$ cat config.mk
export PLATFORM = sky130hd
export DESIGN_NAME = tlb_rand_idx
export DESIGN_NICKNAME = d
export VERILOG_FILES = /design/src/rtl/tlb_rand_pkg.sv /design/src/rtl/tlb_rand_lfsr.sv /design/src/rtl/tlb_rand_rem.sv /design/src/rtl/tlb_rand_idx.sv
export SDC_FILE = /design/constraint.sdc
export NUM_CORES = 1
export LEC_CHECK = 0
export BUFFER_PORTS_ARGS = -buffer_cell sky130_fd_sc_hd__clkbuf_2
export CORE_AREA = 2 2 112 114
export CTS_CLUSTER_DIAMETER = 30
export CTS_CLUSTER_SIZE = 30
export DETAILED_ROUTE_END_ITERATION = 16
export DIE_AREA = 0 0 114 116
export PLACE_DENSITY = 0.75
export SYNTH_ARGS = -nofsm -noshare
export SYNTH_HDL_FRONTEND = slang
export SYNTH_HIERARCHICAL = 1
export SYNTH_SLANG_ARGS = --single-unit
$ cat constraint.sdc
create_clock -name clk -period 9.42 [get_ports clk]
set_input_delay 0.471 -clock clk [delete_from_list [all_inputs] [get_ports clk]]
set_output_delay 0.471 -clock clk [all_outputs]
set_load 0.05 [all_outputs]
$ cat src/rtl/tlb_rand_pkg.sv
package tlb_rand_pkg;
  typedef enum logic [1:0] {
    ST_IDLE   = 2'd0,
    ST_LAUNCH = 2'd1,
    ST_REDUCE = 2'd2,
    ST_HOLD   = 2'd3
  } ctl_state_e;
endpackage

$ cat src/rtl/tlb_rand_lfsr.sv
// Right-shifting Galois LFSR; one step per cycle with step high.
module tlb_rand_lfsr #(
  parameter int          W    = 32,
  parameter logic [W-1:0] TAPS = 32'hD000_0001,
  parameter logic [W-1:0] SEED = 32'h0000_0001
) (
  input  logic         clk,
  input  logic         rst_n,
  input  logic         step,
  output logic [W-1:0] state
);
  logic [W-1:0] nxt;
  logic         fb;

  assign fb = state[0];

  // Each bit takes its upper neighbour, XORed with the feedback where a tap sits.
  for (genvar b = 0; b < W; b++) begin : g_bit
    if (b == W - 1) begin : g_top
      assign nxt[b] = fb & TAPS[b];
    end else begin : g_mid
      assign nxt[b] = state[b+1] ^ (fb & TAPS[b]);
    end
  end

  always_ff @(posedge clk or negedge rst_n) begin
    if (!rst_n)    state <= SEED;
    else if (step) state <= nxt;
  end
endmodule

$ cat src/rtl/tlb_rand_rem.sv
// Restoring remainder unit: one dividend bit per cycle, MSB first.
module tlb_rand_rem #(
  parameter int DW = 32,
  parameter int RW = 7
) (
  input  logic          clk,
  input  logic          rst_n,
  input  logic          start,
  input  logic [DW-1:0] dividend,
  input  logic [RW-1:0] divisor,
  output logic          done,
  output logic [RW-1:0] rem
);
  localparam int CW = $clog2(DW + 1);

  logic [DW-1:0] shreg;
  logic [CW-1:0] left;
  logic [RW:0]   trial;
  logic          fits;

  assign trial = {rem, shreg[DW-1]};
  assign fits  = trial >= {1'b0, divisor};

  always_ff @(posedge clk or negedge rst_n) begin
    if (!rst_n) begin
      shreg <= '0;
      left  <= '0;
      rem   <= '0;
      done  <= 1'b0;
    end else begin
      done <= 1'b0;
      if (start) begin
        shreg <= dividend;
        rem   <= '0;
        left  <= CW'(DW);
      end else if (left != '0) begin
        rem   <= fits ? RW'(trial - {1'b0, divisor}) : trial[RW-1:0];
        shreg <= {shreg[DW-2:0], 1'b0};
        left  <= left - 1'b1;
        if (left == CW'(1)) done <= 1'b1;
      end
    end
  end
endmodule

$ cat src/rtl/tlb_rand_idx.sv
module tlb_rand_idx
  import tlb_rand_pkg::*;
#(
  parameter int          CNT_W  = 7,
  parameter int          LFSR_W = 32,
  parameter logic [31:0] TAPS   = 32'hD000_0001
) (
  input  logic             clk,
  input  logic             rst_n,
  input  logic             req_valid,
  output logic             req_ready,
  input  logic [CNT_W-1:0] entry_cnt,
  input  logic [CNT_W-1:0] wired_cnt,
  output logic             idx_valid,
  input  logic             idx_ready,
  output logic [CNT_W-1:0] idx
);
  ctl_state_e        state_q;
  logic [CNT_W-1:0]  wired_q, span_q, prev_q;
  logic [CNT_W-1:0]  span_in, cand;
  logic [LFSR_W-1:0] lfsr_val;
  logic              lfsr_step, div_start, div_done;
  logic [CNT_W-1:0]  div_rem;
  logic              accept;

  assign req_ready = (state_q == ST_IDLE);
  assign idx_valid = (state_q == ST_HOLD);
  assign accept    = req_valid && req_ready;
  assign span_in   = (entry_cnt > wired_cnt) ? CNT_W'(entry_cnt - wired_cnt) : '0;
  assign cand      = CNT_W'(div_rem + wired_q);

  // Step on a normal accept, and again on every rejected candidate.
  assign lfsr_step = (accept && span_in > CNT_W'(1)) ||
                     (state_q == ST_REDUCE && div_done && cand == prev_q);
  assign div_start = (state_q == ST_LAUNCH);

  tlb_rand_lfsr #(.W(LFSR_W), .TAPS(LFSR_W'(TAPS)), .SEED(LFSR_W'(1))) lfsr_i (
    .clk   (clk),
    .rst_n (rst_n),
    .step  (lfsr_step),
    .state (lfsr_val)
  );

  tlb_rand_rem #(.DW(LFSR_W), .RW(CNT_W)) rem_i (
    .clk      (clk),
    .rst_n    (rst_n),
    .start    (div_start),
    .dividend (lfsr_val),
    .divisor  (span_q),
    .done     (div_done),
    .rem      (div_rem)
  );

  always_ff @(posedge clk or negedge rst_n) begin
    if (!rst_n) begin
      state_q <= ST_IDLE;
      wired_q <= '0;
      span_q  <= '0;
      prev_q  <= '0;
      idx     <= '0;
    end else begin
      unique case (state_q)
        ST_IDLE: if (accept) begin
          wired_q <= wired_cnt;
          span_q  <= span_in;
          if (span_in <= CNT_W'(1)) begin
            idx     <= wired_cnt;
            prev_q  <= wired_cnt;
            state_q <= ST_HOLD;
          end else begin
            state_q <= ST_LAUNCH;
          end
        end
        ST_LAUNCH: state_q <= ST_REDUCE;
        ST_REDUCE: if (div_done) begin
          if (cand == prev_q) begin
            state_q <= ST_LAUNCH;
          end else begin
            idx     <= cand;
            prev_q  <= cand;
            state_q <= ST_HOLD;
          end
        end
        ST_HOLD: if (idx_ready) state_q <= ST_IDLE;
        default: state_q <= ST_IDLE;
      endcase
    end
  end
endmodule

==> insert_results.sql <==
INSERT INTO impl_metrics (metric_group, metric, value, unit) VALUES
('outcome', 'outcome', 'finished clean', ''),
('power_and_ir_drop', 'p_leak', '0.00280', 'uW'),
('timing', 'max_slew_margin', '0.192', ''),
('power_and_ir_drop', 'total_power', '839', 'uW'),
('global_route', 'overflow', '0', ''),
('worst_setup_path', 'startpoint', 'rem_i/rem[0]', ''),
('timing', 'transition_time_of_the_tightest_slew_check_pin', '1.21', 'ns'),
('power_and_ir_drop', 'power-per-cell-area', '135', 'mW/mm^2'),
('power_and_ir_drop', 'worst_ir_drop_vdd', '0.0929', 'mV'),
('route', 'met2WireLength', '5.34', 'mm'),
('worst_setup_path', 'worst_r2r_path_depth', '10', ''),
('worst_setup_path', 'critical_path.endpoint_type', 'flop', ''),
('synth', 'postSynthCellCount', '563', ''),
('route', 'maxUsedRoutingLayer', 'met4', ''),
('worst_setup_path', 'critical-path-top-delay-family', 'simple AND/OR/NAND/NOR gates', ''),
('cells_and_area', 'area.growth.synth_to_final', '4.73', '%'),
('die', 'die_x', '114', 'um'),
('worst_setup_path', 'r2r_setup_slack', '5.80', 'ns'),
('worst_setup_path', 'r2r-end', 'lfsr_i/state[2]', ''),
('cells_and_area', 'n_antenna_cell', '0', ''),
('timing', 'grt_setup_unrepaired', 'no', ''),
('worst_setup_path', 'worst-path-max-fanout', '34', ''),
('synth', 'ys_seq_elements', '101', ''),
('synth', 'syn_area_per_cell', '10.5', 'sq um'),
('route', 'drc', '0', ''),
('global_route', 'groute.usage.overall', '0.179', ''),
('synth', 'post_synth_edffs', '0', ''),
('cells_and_area', 'post_route_cells_drive_above_1_share', '0.184', ''),
('timing', 'finalHoldWorstSlack', '0.137', 'ns'),
('global_route', 'pin_count_of_the_biggest_net_entering_global_routing', '79', ''),
('cells_and_area', 'final_cell_area', '0.00620', 'sq mm'),
('cts', 'clk_latency', '0.34', 'ns'),
('synth', 'ys.flop_type', 'dfrtp_1', ''),
('die', 'pin_count', '27', ''),
('worst_setup_path', 'path_buf_inv', '1', ''),
('die', 'initial_utilization', '0.497', ''),
('cts', 'cts-buffers-inserted', '9', ''),
('cts', 'clk_root_buffer_cell', 'clkbuf_16', ''),
('worst_setup_path', 'critical_path_rt', '9.65', 'ns'),
('route', 'drt_iter0_drc', '236', ''),
('cells_and_area', 'layout.nets', '594', ''),
('synth', 'warnings_from_yosys', '6', ''),
('placement', 'postPlaceCellArea', '0.00591', 'sq mm'),
('cells_and_area', 'n_fill_cell', '1063', ''),
('worst_setup_path', 'timing.rr.start', 'rem_i/rem[0]', ''),
('route', 'route.detailed.wl_per_inst', '15.3', 'um'),
('placement', 'port_buffers', '26', ''),
('global_route', 'grt_antenna_before_repair', '0', ''),
('synth', 'netlist.area_leader.share', '0.422', ''),
('timing', 'worst_clock_skew', '0.00526', 'ns'),
('synth', 'asyncSetResetFlopFracSynth', '1.00', ''),
('route', 'detail_route.wirelength.met1', '4.81', 'mm'),
('route', 'wl_final', '10.8', 'mm'),
('cts', 'tritoncts_num_sinks', '101', ''),
('cts', 'tritoncts', 'yes', ''),
('worst_setup_path', 'path_cells', 'ha_1, inv_1, fa_1, xor2_1, xnor2_1, or4_1, nor4_2, nor2b_1, o21bai_4, mux2_2', ''),
('timing', 'fin_setup_tns', '0', 'ns'),
('worst_setup_path', 'worst-setup-path-type', 'flop to flop', ''),
('worst_setup_path', 'critPathLaunchType', 'flop', ''),
('cts', 'max_h_tree_level', '3', ''),
('cts', 'cts.repair_timing.setup_buffer_count', '0', ''),
('route', 'ant_nets', '0', ''),
('route', 'detailroute.via_count', '3885', ''),
('min_path', 'hold_class', 'input pin to async pin', ''),
('synth', 'yosysTopAreaCell', 'dfrtp_1', ''),
('placement', 'finalWeightedCongestion', '0.861', ''),
('placement', 'hpwlAfterDp', '7.48', 'mm'),
('cts', 'cts_resized', '0', ''),
('timing', 'maxSlewViolCount', '0', ''),
('timing', 'period_share', '0.385', ''),
('cts', 'clock_tree.buffer_depth', '2', '');
==> power breakdown <==
group	total, uW	leakage (uW)	internal (uW)	switching, uW
combinational	40.8	0.00129	13.2	27.5
sequential	433	0.00137	433	0
clock	365	0.000145	191	174
total	839	0.00280	637	202
==> layout by cell type, fill, tap and decap left out, types with 4 or more instances in the layout <==
master and instances:
nor2b_1 5, inv_1 25, clkbuf_16 9, buf_4 4, o31ai_1 6, mux2_4 27, mux2_2 13, nor2_1 26
a211oi_2 4, nand2_1 69, clkbuf_2 25, mux2i_1 37, a211oi_1 8, xnor2_1 10, o21ai_0 52, nand3_1 5
xor2_1 11, nor3_1 8, dfrtp_1 100, ha_1 23, a21oi_1 19, nand2b_1 6
==> per-stage QoR <==
step           instances  worst slack (ns)
4_1_cts              702              5.77
2_1_floorplan        563              6.39
3_3_place_gp         686              5.89
5_1_grt              702              5.57
3_5_place_dp         686              5.76
6_report             702              5.80
==> Yosys cell counts, drive strengths merged, types with 2 or more instances <==
library cell / n
dfrtp: 100
nand2: 69
o21ai: 54
mux2: 40
buf: 39
mux2i: 37
nor2: 27
inv: 25
ha: 23
a21oi: 20
clkbuf: 14
a211oi: 12
xor2: 11
nor3: 10
xnor2: 10
nand2b: 6
nor2b: 6
o31ai: 6
nand3: 5
o21bai: 4
a31o: 3
and2: 3
fa: 3
nand3b: 3
nor3b: 3
nor4: 3
xnor3: 3
a21boi: 2
a21o: 2
a31oi: 2
nand4: 2
o21a: 2
==> worst min-delay path by stage <==
stage,cells after the start,to,startpoint
final,1,prev_q[5],rst_n
after global routing,1,prev_q[5],rst_n
after CTS,1,wired_q[6],rst_n
after detailed placement,2,span_q[2],span_q[2]
after global placement,2,span_q[5],span_q[5]
after floorplan,0,lfsr_i/state[10],rst_n
==> state kept, by name, indices dropped and copies added, names as in the netlist <==
register	flops
span_q	7
rem_i/done	1
state_q	2
wired_q	7
lfsr_i/state	32
rem_i/rem	7
prev_q	7
rem_i/left	6
rem_i/shreg	32
==> layer usage <==
layer / track usage / vias to the layer above
met5: 0 / -
met4: 0.0593 / 0
met3: 0.0387 / 18
met2: 0.306 / 83
met1: 0.229 / 1882
li1: - / 1902
==> logic make-up (layout without fill, tap and decap cells) <==
| kind of cell | Yosys count | count (layout) | synth area share |
|---|---|---|---|
| xor+xnor | 24 | 24 | 0.0424 |
| simple gates | 143 | 143 | 0.117 |
| flops | 101 | 101 | 0.427 |
| buf+inv | 79 | 71 | 0.0809 |
| mux | 77 | 77 | 0.156 |
| compound gates | 113 | 113 | 0.119 |
| fa+ha+maj | 26 | 26 | 0.0587 |
==> area by class of cell <==
class                           count  area [sq um]  share of cell area
Multi-Input combinational cell    383          2940               0.473
Sequential cell                   101          2530               0.408
Clock buffer                       10           239              0.0385
Tap cell                          147           184              0.0296
Timing Repair Buffer               29           155              0.0250
Inverter                           26           111              0.0179
Clock inverter                      6          51.3             0.00827
No activity file was read; power rests on OpenSTA's default activity.
